File: src/rtl/ctx_tlb_pkg.sv
package ctx_tlb_pkg;

  // Controller phases: accepting lookups, or waiting on the page table.
  typedef enum logic [0:0] {
    ST_IDLE   = 1'b0,
    ST_REFILL = 1'b1
  } tlb_state_e;

  // Bit positions inside the rights field.
  localparam int RIGHT_READ  = 0;
  localparam int RIGHT_WRITE = 1;
  localparam int RIGHT_EXEC  = 2;

endpackage

File: src/rtl/ctx_tlb_array.sv
module ctx_tlb_array #(
  parameter int ENTRIES  = 16,
  parameter int VPN_W    = 20,
  parameter int PPN_W    = 20,
  parameter int CTX_W    = 8,
  parameter int RIGHTS_W = 3
) (
  input  logic                         clk,
  input  logic                         rst_n,
  input  logic [VPN_W-1:0]             q_vpn,
  input  logic [CTX_W-1:0]             q_ctx,
  input  logic                         wr_en,
  input  logic [$clog2(ENTRIES)-1:0]   wr_idx,
  input  logic [VPN_W-1:0]             wr_vpn,
  input  logic [CTX_W-1:0]             wr_ctx,
  input  logic [PPN_W-1:0]             wr_ppn,
  input  logic [RIGHTS_W-1:0]          wr_rights,
  input  logic                         fl_en,
  input  logic                         fl_all,
  input  logic [CTX_W-1:0]             fl_ctx,
  output logic [ENTRIES-1:0]           match_o,
  output logic                         hit_o,
  output logic [PPN_W-1:0]             hit_ppn_o,
  output logic [RIGHTS_W-1:0]          hit_rights_o,
  output logic [ENTRIES-1:0]           valid_o
);

  localparam int IDX_W = $clog2(ENTRIES);

  logic [PPN_W-1:0]    ent_ppn    [ENTRIES];
  logic [RIGHTS_W-1:0] ent_rights [ENTRIES];

  for (genvar e = 0; e < ENTRIES; e++) begin : g_ent
    logic                vld_q, vld_d;
    logic [VPN_W-1:0]    vpn_q;
    logic [CTX_W-1:0]    ctx_q;
    logic [PPN_W-1:0]    ppn_q;
    logic [RIGHTS_W-1:0] rgt_q;
    logic                load;
    logic                drop;
    logic [CTX_W-1:0]    ctx_eff;

    assign load    = wr_en && (wr_idx == IDX_W'(e));
    // A flush sees the entry as it stands after a same-cycle install.
    assign ctx_eff = load ? wr_ctx : ctx_q;
    assign drop    = fl_en && (fl_all || (ctx_eff == fl_ctx));

    always_comb begin
      vld_d = (vld_q || load) && !drop;
    end

    always_ff @(posedge clk or negedge rst_n) begin
      if (!rst_n) begin
        vld_q <= 1'b0;
      end else begin
        vld_q <= vld_d;
      end
    end

    // Payload needs no reset: it is qualified by the valid bit.
    always_ff @(posedge clk) begin
      if (load) begin
        vpn_q <= wr_vpn;
        ctx_q <= wr_ctx;
        ppn_q <= wr_ppn;
        rgt_q <= wr_rights;
      end
    end

    assign match_o[e]    = vld_q && (vpn_q == q_vpn) && (ctx_q == q_ctx);
    assign valid_o[e]    = vld_q;
    assign ent_ppn[e]    = ppn_q;
    assign ent_rights[e] = rgt_q;
  end

  always_comb begin
    hit_ppn_o    = '0;
    hit_rights_o = '0;
    for (int e = 0; e < ENTRIES; e++) begin
      if (match_o[e]) begin
        hit_ppn_o    = hit_ppn_o | ent_ppn[e];
        hit_rights_o = hit_rights_o | ent_rights[e];
      end
    end
  end

  assign hit_o = |match_o;

  // a page/context pair never lives in two entries at once.
  assert_single_match_R3: assert property (@(posedge clk) disable iff (!rst_n)
    $onehot0(match_o));

  // a global flush leaves nothing valid.
  assert_flush_all_empty_R7: assert property (@(posedge clk) disable iff (!rst_n)
    (fl_en && fl_all) |=> (valid_o == '0));

endmodule

File: src/rtl/ctx_tlb_victim.sv
module ctx_tlb_victim #(
  parameter int ENTRIES = 16
) (
  input  logic                       clk,
  input  logic                       rst_n,
  input  logic [ENTRIES-1:0]         valid_i,
  input  logic                       take_i,
  output logic [$clog2(ENTRIES)-1:0] victim_o,
  output logic                       full_o
);

  localparam int                   IDX_W = $clog2(ENTRIES);
  localparam logic [IDX_W-1:0]     LAST  = IDX_W'(ENTRIES - 1);

  logic [IDX_W-1:0] rr_q, rr_d;
  logic [IDX_W-1:0] free_idx;

  // Lowest-numbered invalid entry; scanned downward so the lowest wins.
  always_comb begin
    free_idx = '0;
    for (int e = ENTRIES - 1; e >= 0; e--) begin
      if (!valid_i[e]) begin
        free_idx = IDX_W'(e);
      end
    end
  end

  assign full_o   = &valid_i;
  assign victim_o = full_o ? rr_q : free_idx;

  always_comb begin
    rr_d = rr_q;
    if (take_i && full_o) begin
      rr_d = (rr_q == LAST) ? '0 : rr_q + 1'b1;
    end
  end

  always_ff @(posedge clk or negedge rst_n) begin
    if (!rst_n) begin
      rr_q <= '0;
    end else begin
      rr_q <= rr_d;
    end
  end

  // while a free slot exists, the chosen victim is one of them.
  assert_victim_free_R9: assert property (@(posedge clk) disable iff (!rst_n)
    !full_o |-> !valid_i[victim_o]);

endmodule

File: src/rtl/ctx_tlb_ctrl.sv
module ctx_tlb_ctrl
  import ctx_tlb_pkg::*;
#(
  parameter int VPN_W = 20,
  parameter int CTX_W = 8
) (
  input  logic             clk,
  input  logic             rst_n,
  input  logic             lk_valid,
  input  logic [VPN_W-1:0] lk_vpn,
  input  logic [CTX_W-1:0] lk_ctx,
  input  logic             arr_hit,
  input  logic             rf_ack,
  input  logic             rf_pte_valid,
  output logic             lk_ready,
  output logic             rf_req,
  output logic [VPN_W-1:0] rf_vpn,
  output logic [CTX_W-1:0] rf_ctx,
  output logic             install_o,
  output logic             fault_o
);

  tlb_state_e       state_q, state_d;
  logic [VPN_W-1:0] vpn_q;
  logic [CTX_W-1:0] ctx_q;
  logic             miss;
  logic             answer;

  assign lk_ready  = (state_q == ST_IDLE);
  assign miss      = lk_valid && lk_ready && !arr_hit;
  assign answer    = (state_q == ST_REFILL) && rf_ack;
  assign install_o = answer && rf_pte_valid;
  assign fault_o   = answer && !rf_pte_valid;

  always_comb begin
    state_d = state_q;
    unique case (state_q)
      ST_IDLE:   if (miss)   state_d = ST_REFILL;
      ST_REFILL: if (rf_ack) state_d = ST_IDLE;
      default:   state_d = ST_IDLE;
    endcase
  end

  always_ff @(posedge clk or negedge rst_n) begin
    if (!rst_n) begin
      state_q <= ST_IDLE;
    end else begin
      state_q <= state_d;
    end
  end

  // Capture the missing request; enable is the accepted miss.
  always_ff @(posedge clk) begin
    if (miss) begin
      vpn_q <= lk_vpn;
      ctx_q <= lk_ctx;
    end
  end

  assign rf_req = (state_q == ST_REFILL);
  assign rf_vpn = vpn_q;
  assign rf_ctx = ctx_q;

  // an unanswered request holds steady.
  assert_req_hold_R2: assert property (@(posedge clk) disable iff (!rst_n)
    (rf_req && !rf_ack) |=> (rf_req && $stable(rf_vpn) && $stable(rf_ctx)));

  // a request only starts after a presented lookup.
  assert_req_cause_R2: assert property (@(posedge clk) disable iff (!rst_n)
    $rose(rf_req) |-> $past(lk_valid));

endmodule

File: src/rtl/ctx_tlb.sv
module ctx_tlb #(
  parameter int ENTRIES  = 16,
  parameter int VPN_W    = 20,
  parameter int PPN_W    = 20,
  parameter int CTX_W    = 8,
  parameter int RIGHTS_W = 3
) (
  input  logic                clk,
  input  logic                rst_n,
  input  logic                lk_valid,
  input  logic [VPN_W-1:0]    lk_vpn,
  input  logic [CTX_W-1:0]    lk_ctx,
  output logic                lk_ready,
  output logic                lk_hit,
  output logic [PPN_W-1:0]    lk_ppn,
  output logic [RIGHTS_W-1:0] lk_rights,
  output logic                lk_fault,
  output logic                rf_req,
  output logic [VPN_W-1:0]    rf_vpn,
  output logic [CTX_W-1:0]    rf_ctx,
  input  logic                rf_ack,
  input  logic                rf_pte_valid,
  input  logic [PPN_W-1:0]    rf_ppn,
  input  logic [RIGHTS_W-1:0] rf_rights,
  input  logic                fl_valid,
  input  logic                fl_all,
  input  logic [CTX_W-1:0]    fl_ctx
);

  localparam int IDX_W = $clog2(ENTRIES);

  logic [ENTRIES-1:0] match;
  logic [ENTRIES-1:0] valid_bus;
  logic               arr_hit;
  logic [IDX_W-1:0]   victim;
  logic               full;
  logic               install;

  ctx_tlb_ctrl #(
    .VPN_W (VPN_W),
    .CTX_W (CTX_W)
  ) u_ctrl (
    .clk          (clk),
    .rst_n        (rst_n),
    .lk_valid     (lk_valid),
    .lk_vpn       (lk_vpn),
    .lk_ctx       (lk_ctx),
    .arr_hit      (arr_hit),
    .rf_ack       (rf_ack),
    .rf_pte_valid (rf_pte_valid),
    .lk_ready     (lk_ready),
    .rf_req       (rf_req),
    .rf_vpn       (rf_vpn),
    .rf_ctx       (rf_ctx),
    .install_o    (install),
    .fault_o      (lk_fault)
  );

  ctx_tlb_array #(
    .ENTRIES  (ENTRIES),
    .VPN_W    (VPN_W),
    .PPN_W    (PPN_W),
    .CTX_W    (CTX_W),
    .RIGHTS_W (RIGHTS_W)
  ) u_array (
    .clk          (clk),
    .rst_n        (rst_n),
    .q_vpn        (lk_vpn),
    .q_ctx        (lk_ctx),
    .wr_en        (install),
    .wr_idx       (victim),
    .wr_vpn       (rf_vpn),
    .wr_ctx       (rf_ctx),
    .wr_ppn       (rf_ppn),
    .wr_rights    (rf_rights),
    .fl_en        (fl_valid),
    .fl_all       (fl_all),
    .fl_ctx       (fl_ctx),
    .match_o      (match),
    .hit_o        (arr_hit),
    .hit_ppn_o    (lk_ppn),
    .hit_rights_o (lk_rights),
    .valid_o      (valid_bus)
  );

  ctx_tlb_victim #(
    .ENTRIES (ENTRIES)
  ) u_victim (
    .clk      (clk),
    .rst_n    (rst_n),
    .valid_i  (valid_bus),
    .take_i   (install),
    .victim_o (victim),
    .full_o   (full)
  );

  assign lk_hit = lk_valid && lk_ready && arr_hit;

  // a fault answer leaves the occupancy unchanged.
  assert_fault_no_fill_R6: assert property (@(posedge clk) disable iff (!rst_n)
    (lk_fault && !fl_valid) |=> ($countones(valid_bus) == $past($countones(valid_bus))));

  // an install into a free slot raises the occupancy by exactly one.
  assert_fill_grows_R5: assert property (@(posedge clk) disable iff (!rst_n)
    (install && !full && !fl_valid) |=>
      ($countones(valid_bus) == $past($countones(valid_bus)) + 1));

  // no hit is reported while the page table is being waited on.
  assert_no_hit_in_refill_R4: assert property (@(posedge clk) disable iff (!rst_n)
    rf_req |-> !lk_hit);

endmodule

File: config.mk
export PLATFORM = sky130hd
export DESIGN_NAME = ctx_tlb
export DESIGN_NICKNAME = d
export VERILOG_FILES = /design/src/rtl/ctx_tlb_pkg.sv /design/src/rtl/ctx_tlb_array.sv /design/src/rtl/ctx_tlb_victim.sv /design/src/rtl/ctx_tlb_ctrl.sv /design/src/rtl/ctx_tlb.sv
export SDC_FILE = /design/constraint.sdc
export NUM_CORES = 1
export LEC_CHECK = 0
export BUFFER_PORTS_ARGS = -buffer_cell sky130_fd_sc_hd__buf_2
export CAP_MARGIN = 30
export CORE_ASPECT_RATIO = 1.75
export CORE_UTILIZATION = 30
export DETAILED_ROUTE_END_ITERATION = 10
export SYNTH_ARGS = -nofsm -noshare
export SYNTH_HDL_FRONTEND = slang
export SYNTH_SLANG_ARGS = --single-unit
File: constraint.sdc
create_clock -name clk -period 8.5 [get_ports clk]
set_clock_uncertainty 0.2 [all_clocks]
set_input_delay 0.425 -clock clk [delete_from_list [all_inputs] [get_ports clk]]
set_output_delay 0.425 -clock clk [all_outputs]
set_load 0.01 [all_outputs]
==> flow_metrics.py, run 1 <==
metrics = {
    "outcome": {
        "status": "finished, final reports clean",
    },
    "clock_tree": {
        "clkLatencyLatePin_ps": 690,
        "clk_path_buf_depth": 3,
        "htree_num_levels": 3,
        "cts_sinks": 865,
        "cts_tree": "built",
        "cts_root_buf": "clkbuf_16",
        "numCtsBuffers": 83,
        "cts_setup_buffers": 0,
        "clk_pin_slew_worst_paths_ps": 70,
    },
    "routing": {
        "dr.pass1.iters": 6,
        "dr_wl_met3_um": 5930,
        "drtIter0Drc": 2093,
        "top_layer": "met5",
        "wl_met1_um": 42600,
        "ant_nets": 0,
        "avgRoutedWirePerCell_um": 27.7,
        "vias": 21226,
        "routed_wl_um": 114000,
        "avgViaCountPerCell": 5.16,
        "wl_met2_um": 60400,
        "drc": 0,
    },
    "power": {
        "pwr-share-clk_pct": 41.4,
        "leakage_uw": 0.0141,
        "intPower_uw": 6890,
        "p_sw_share_pct": 22.8,
        "vdd_drop_max_uv": 180,
        "pwr-share-comb_pct": 5.7,
        "p_seq_share_pct": 52.8,
        "switchingPower_uw": 2040,
        "power.density_nw_per_um2": 216,
    },
    "timing": {
        "relSlewSlack_pct": 35.4,
        "tightest_slew_ps": 969,
        "setup_tns_ps": 0,
        "rsz0062_at_grt": "false",
        "hold_slack_ps": 94.2,
        "fmax_mhz": 239,
        "min_period_ps": 4180,
        "min_period_over_period_pct": 49.2,
        "setup_viol": 0,
        "hold_viol_final": 0,
        "drv_slew": 0,
    },
    "cells_and_area": {
        "fin_area_um2": 41300,
        "nets": 2587,
        "drive_gt1_share_pct": 18.0,
        "final_core_util_pct": 35.0,
        "syn_to_final_growth_pct": 15.9,
    },
    "floorplan": {
        "num_io_pins": 121,
        "initial_core_util_pct": 30.2,
        "die_y_um": 458,
        "coreArea_um2": 118000,
        "row_count": 167,
        "die-area_um2": 120000,
        "die_x_um": 263,
    },
    "synth": {
        "synth_edf_count": 716,
        "synth_ff_type": "edfxtp_1",
        "synth_area_um2": 35700,
        "syn_nets": 2420,
        "seq_area_frac_synth_pct": 68.9,
        "synth-seq-cells": 865,
        "syn_area_per_cell_um2": 15.2,
        "synth_cell_types": 56,
        "synthCells": 2353,
        "ys_warn_count": 0,
        "async_flop_share_pct": 2.43,
    },
    "critical_path": {
        "crit_family": "simple AND/OR/NAND/NOR gates",
        "cpMostUsedCell": "nand4_1",
        "slowest_stage": "xor2_1",
        "cp.required_ps": 7880,
        "path_buf_inv": 2,
        "path_cells": "xor2_1 > nor4_1 > nand4_1 > nor3_2 > buf_4 > a22o_1 > a221oi_1 > nand4_1 > buf_2",
        "path_max_fanout": 24,
        "critical_path.max_stage_delay_ps": 480,
        "worst_setup_path_start_kind": "register",
        "path_class": "reg2out",
        "crit_arrival_ps": 3560,
        "end_kind": "output pin",
    },
    "place": {
        "place_area_um2": 38400,
        "hpwl_um": 74100,
        "port_buffers": 120,
        "place_congestion": 0.858,
    },
    "global_route": {
        "grt_overflow": 0,
        "grt_max_degree": 55,
        "antenna_found_initial": 3,
        "grtUsageTotal_pct": 18.7,
        "grt_pass1_wl_um": 161000,
        "grt_pass1_vias": 21536,
    },
    "flow_run": {
        "maxCapViolations": 0,
    },
    "worst_hold_path": {
        "min_path_type": "in2async",
    },
}
cell usage in the layout, fill, tap and decap left out, drive strengths merged, types with 37 or more instances in the layout:
cell	count
edfxtp	716
xor2	384
buf	196
xnor2	167
nand2	129
dfxtp	128
clkbuf	113
mux2	108
nor4	99
nand4	85
a22oi	71
a221oi	40
a22o	37
through the flow:
stage | cells | total power [µW] | setup WS [ps]
finish | 4112 | 8930 | 4320
global route | 4111 | 9170 | 4160
CTS | 4109 | 8980 | 4160
detailed placement | 3929 | 5310 | 4180
global placement | 3925 | 5300 | 4160
floorplan | 2353 | 5060 | 2270
synth_stat cells, types with 12 or more instances:
| library cell | instances | area (µm²) |
|---|---|---|
| a221o_1 | 12 | 120 |
| a221oi_1 | 40 | 350 |
| a222oi_1 | 18 | 180 |
| a22o_1 | 37 | 324 |
| a22oi_1 | 71 | 533 |
| buf_1 | 19 | 71.3 |
| buf_2 | 32 | 160 |
| clkbuf_1 | 89 | 334 |
| dfrtp_1 | 21 | 526 |
| dfxtp_1 | 128 | 2560 |
| edfxtp_1 | 716 | 21500 |
| mux2_2 | 106 | 1190 |
| nand2_1 | 129 | 484 |
| nand3_1 | 22 | 110 |
| nand4_1 | 84 | 526 |
| nor3_1 | 26 | 130 |
| nor4_1 | 98 | 613 |
| o21ai_0 | 14 | 70.1 |
| o221ai_1 | 13 | 114 |
| or4_1 | 14 | 105 |
| xnor2_1 | 167 | 1460 |
| xor2_1 | 384 | 3360 |
repair_timing:
item,CTS,global route
resized for setup,0,0
hold buffers,27,0
hold endpoints to repair,392,0
power groups by stage:
stage          Combinational (µW)  Sequential, µW  Clock, µW
6_report                      513            4720       3700
5_1_grt                       542            4720       3900
4_1_cts                       513            4720       3750
3_5_place_dp                  498            4810          0
3_3_place_gp                  494            4810          0
2_1_floorplan                 268            4790          0
cell type report:
class / instances / area (µm²)
multi-input cells: 1332 / 10600
flip-flops and latches: 865 / 24600
clock buffers: 113 / 2280
inverters: 15 / 56.3
clock inverters: 40 / 385
well taps: 1521 / 1900
fillers: 11168 / 76700
repair buffers: 223 / 1500
diodes: 3 / 7.51
kinds of logic after synthesis:
logic type               after synthesis  share of synthesized area, %
adder cells (fa/ha/maj)                1                        0.0351
AND/OR/NAND/NOR                      422                          6.54
flip-flops                           865                          68.9
multiplexers                         109                          3.45
buffers and inverters                156                          1.77
XOR/XNOR                             551                          13.5
AO/OA/AOI/OAI                        249                          5.74
per-layer routing:
layer  vias to the layer above  global-route usage, %
met4                         2                   8.94
met5                         -                      0
met1                     10909                   21.2
met2                       829                   34.4
li1                       9261                      -
met3                       225                   2.40
state kept, by name, summed over array words and instances (netlist names):
| register | count |
|---|---|
| u_victim.rr_q | 4 |
| u_array.g_ent.rgt_q | 48 |
| u_ctrl.rf_req | 1 |
| u_array.g_ent.ppn_q | 320 |
| u_array.g_ent.ctx_q | 128 |
| u_ctrl.rf_ctx | 8 |
| u_ctrl.rf_vpn | 20 |
| u_array.g_ent.vpn_q | 320 |
| u_array.g_ent.vld_q | 16 |
worst register-to-register path, delay by kind of cell (launching register included):
| family | cells | cell delay (ps) |
|---|---|---|
| flip-flops | 1 | 640 |
| buffers and inverters | 1 | 590 |
| multiplexers | 1 | 480 |
| AO/OA/AOI/OAI | 2 | 540 |
| AND/OR/NAND/NOR | 5 | 1560 |
worst paths after layout:
kind,from,endpoint,slack (ps),cells past startpoint
worst max register to register,u_array.g_ent[4].vld_q,u_array.g_ent[12].vld_q,4380,9
worst min-delay path,rst_n,u_array.g_ent[1].vld_q,90,2
min in group clk,lk_vpn[15],u_ctrl.rf_vpn[15],120,2
worst max-delay path,u_array.g_ent[5].vpn_q[8],lk_ppn[4],4320,9
worst min register to register,u_ctrl.rf_vpn[13],u_array.g_ent[6].vpn_q[13],260,0
max in group asynchronous,rst_n,u_array.g_ent[13].vld_q,7550,2
Power figures use the tool's default switching activity.
==> run 2, diff against run 1 <==
clock period = 3.88 ns   (was 8.5 ns; I/O delays follow)
==> run 2 against run 1 <==
Net effect:
- sequential share of layout area shrank 2.6 points
- worst setup slack got worse by 4300 ps
- critical path depth up 5
- highest routed layer unchanged
==> flow_metrics.py, run 2 (synthesis gave the netlist of run 1 again) <==
metrics = {
    "power": {
        "finalPower_uw": 20000,
        "vdd_drop_max_uv": 407,
        "power.density_nw_per_um2": 462,
        "leakage_uw": 0.0150,
    },
    "outcome": {
        "status": "finished, final reports clean",
    },
    "critical_path": {
        "path_max_fanout": 17,
        "reg2reg_to": "u_array.g_ent[11].vld_q",
        "end_kind": "output pin",
        "cpMostUsedCell": "buf_2",
        "cp.required_ps": 3490,
        "reg2reg_from": "u_array.g_ent[2].vld_q",
        "reg2reg_slack_ps": 340,
        "path_cells": "dlygate4sd3_1 > buf_2 > buf_12 > xor2_1 > nor4_2 > nand3_1 > nor4_2 > buf_4 > nor4_1 > buf_2 > and4_1 > nor3b_4 > buf_4 > buf_2",
        "worst_setup_path_start_kind": "primary input",
        "crit_arrival_ps": 3430,
        "path_buf_inv": 7,
        "path_class": "in2out",
        "crit_family": "simple AND/OR/NAND/NOR gates",
        "slowest_stage": "dlygate4sd3_1",
        "critical_path.max_stage_delay_ps": 530,
        "rr_worst_depth": 8,
    },
    "floorplan": {
        "die_y_um": 458,
        "coreArea_um2": 118000,
        "row_count": 167,
        "die-area_um2": 120000,
        "initial_core_util_pct": 30.2,
        "die_x_um": 263,
        "num_io_pins": 121,
    },
    "global_route": {
        "antenna_found_initial": 2,
        "grtUsageTotal_pct": 19.4,
        "grt_overflow": 0,
        "grt_max_degree": 54,
        "grt_pass1_vias": 22190,
        "grt_pass1_wl_um": 166000,
    },
    "timing": {
        "hold_viol_final": 0,
        "min_period_ps": 3830,
        "drv_slew": 0,
        "tightest_slew_ps": 1010,
        "fin_ws_ps": 51.3,
        "relSlewSlack_pct": 32.7,
        "rsz0062_at_grt": "false",
        "fmax_mhz": 261,
        "min_period_over_period_pct": 98.7,
        "setup_viol": 0,
    },
    "flow_run": {
        "maxCapViolations": 0,
    },
    "worst_hold_path": {
        "hold_path_end": "u_array.g_ent[4].vld_q",
        "hold_start": "fl_ctx[5]",
        "min_path_type": "in2reg",
        "holdPathStages": 5,
    },
    "routing": {
        "routed_wl_um": 119000,
        "drtIter0Drc": 1803,
        "vias": 21803,
        "drc": 0,
        "avgViaCountPerCell": 5.14,
        "dr.pass1.iters": 8,
        "avgRoutedWirePerCell_um": 27.9,
        "ant_nets": 0,
    },
    "cells_and_area": {
        "syn_to_final_growth_pct": 21.2,
        "reg.largest.list": "u_array.g_ent.ppn_q (320), u_array.g_ent.vpn_q (320), u_array.g_ent.ctx_q (128)",
        "final_common_cell": "edfxtp_1",
        "most-common-layout-cells": "edfxtp_1 (716), xor2_1 (383), xnor2_1 (167)",
        "nets": 2723,
        "drive_gt1_share_pct": 21.5,
    },
    "clock_tree": {
        "clkLatencyLatePin_ps": 670,
        "cts_sinks": 865,
        "clk_path_buf_depth": 3,
        "htree_num_levels": 3,
        "numCtsBuffers": 81,
        "cts_root_buf": "clkbuf_16",
        "cts_tree": "built",
        "clk_pin_slew_worst_paths_ps": 70,
    },
    "place": {
        "place_congestion": 0.910,
        "port_buffers": 120,
        "pre_cts_ws_ps": -17.2,
        "hpwl_um": 80600,
    },
}
-- run 2: changes by cell type in the layout (fill, tap and decap cells not counted), moves of 5 or more --
cell,before,now
clkbuf_1,23,14
nor4_1,83,76
clkinv_1,10,15
bufinv_16,6,12
buf_4,72,131
nor4_4,1,9
buf_12,3,42
dlygate4sd3_1,27,56
buf_16,1,6
-- run 2: how the worst max path moves through the flow --
stage | start | to | slack (ps) | cells past startpoint
6_report | lk_vpn[15] | lk_hit | 50 | 14
3_5_place_dp | lk_vpn[17] | lk_hit | -20 | 12
5_1_grt | lk_vpn[4] | lk_ppn[12] | 1 | 13
2_1_floorplan | u_array.g_ent[8].vld_q | u_array.g_ent[5].ctx_q[1] | -5 | 7
4_1_cts | u_array.g_ent[8].vpn_q[17] | lk_hit | 2 | 10
3_3_place_gp | lk_ctx[5] | u_ctrl.rf_vpn[7] | -230 | 10
-- run 2: what timing repair did --
action | 4_1_cts | 5_1_grt
hold buffers | 57 | 0
hold endpoints to repair | 427 | 0
setup endpoints to repair | 21 | 7
buffers inserted | 1 | 0
pin swaps | 1 | 0
gates resized for setup | 13 | 9
-- run 2: cell type report --
cell class | instances | area [µm²]
Sequential cell | 865 | 24600
Tap cell | 1521 | 1900
Antenna cell | 1 | 2.50
Clock buffer | 96 | 2100
Timing Repair Buffer | 361 | 3220
Multi-Input combinational cell | 1332 | 10700
Clock inverter | 53 | 634
Inverter | 15 | 56.3
Fill cell | 11001 | 74800
-- run 2: report_power, final --
| part | switching [µW] | internal, µW |
|---|---|---|
| Combinational | 790 | 481 |
| Clock | 3620 | 4720 |
| Sequential | 181 | 10200 |
| Total | 4590 | 15400 |
-- run 2: metrics by stage --
step | std cells | setup TNS [ps] | hold slack, ps | util [%] | area, µm²
2_1_floorplan | 2353 | -41.7 | -302 | - | 35700
3_3_place_gp | 4027 | -6340 | 76.6 | 33.5 | 39600
3_5_place_dp | 4035 | -17.2 | 61.7 | 33.7 | 39800
4_1_cts | 4242 | 0 | 50.1 | 36.6 | 43200
5_1_grt | 4244 | 0 | 102 | 36.6 | 43200
6_report | 4244 | 0 | 92.2 | 36.6 | 43200
-- run 2: worst register-to-register path, cell delays in order (launching register included) --
cell	delay (ps)
dfrtp_1	630
nand4_4	200
nor4_4	370
nand2_1	120
o221a_2	220
or4_1	830
mux2_4	410
a221o_1	340
o211a_1	110
-- run 2: metal layers --
layer / wire length (µm) / up-vias / GRT usage (%)
met5: 9 / - / 0
met1: 42700 / 11084 / 20.9
met3: 5850 / 291 / 2.46
met4: 7730 / 2 / 12.5
met2: 62300 / 904 / 35.7
li1: - / 9522 / -
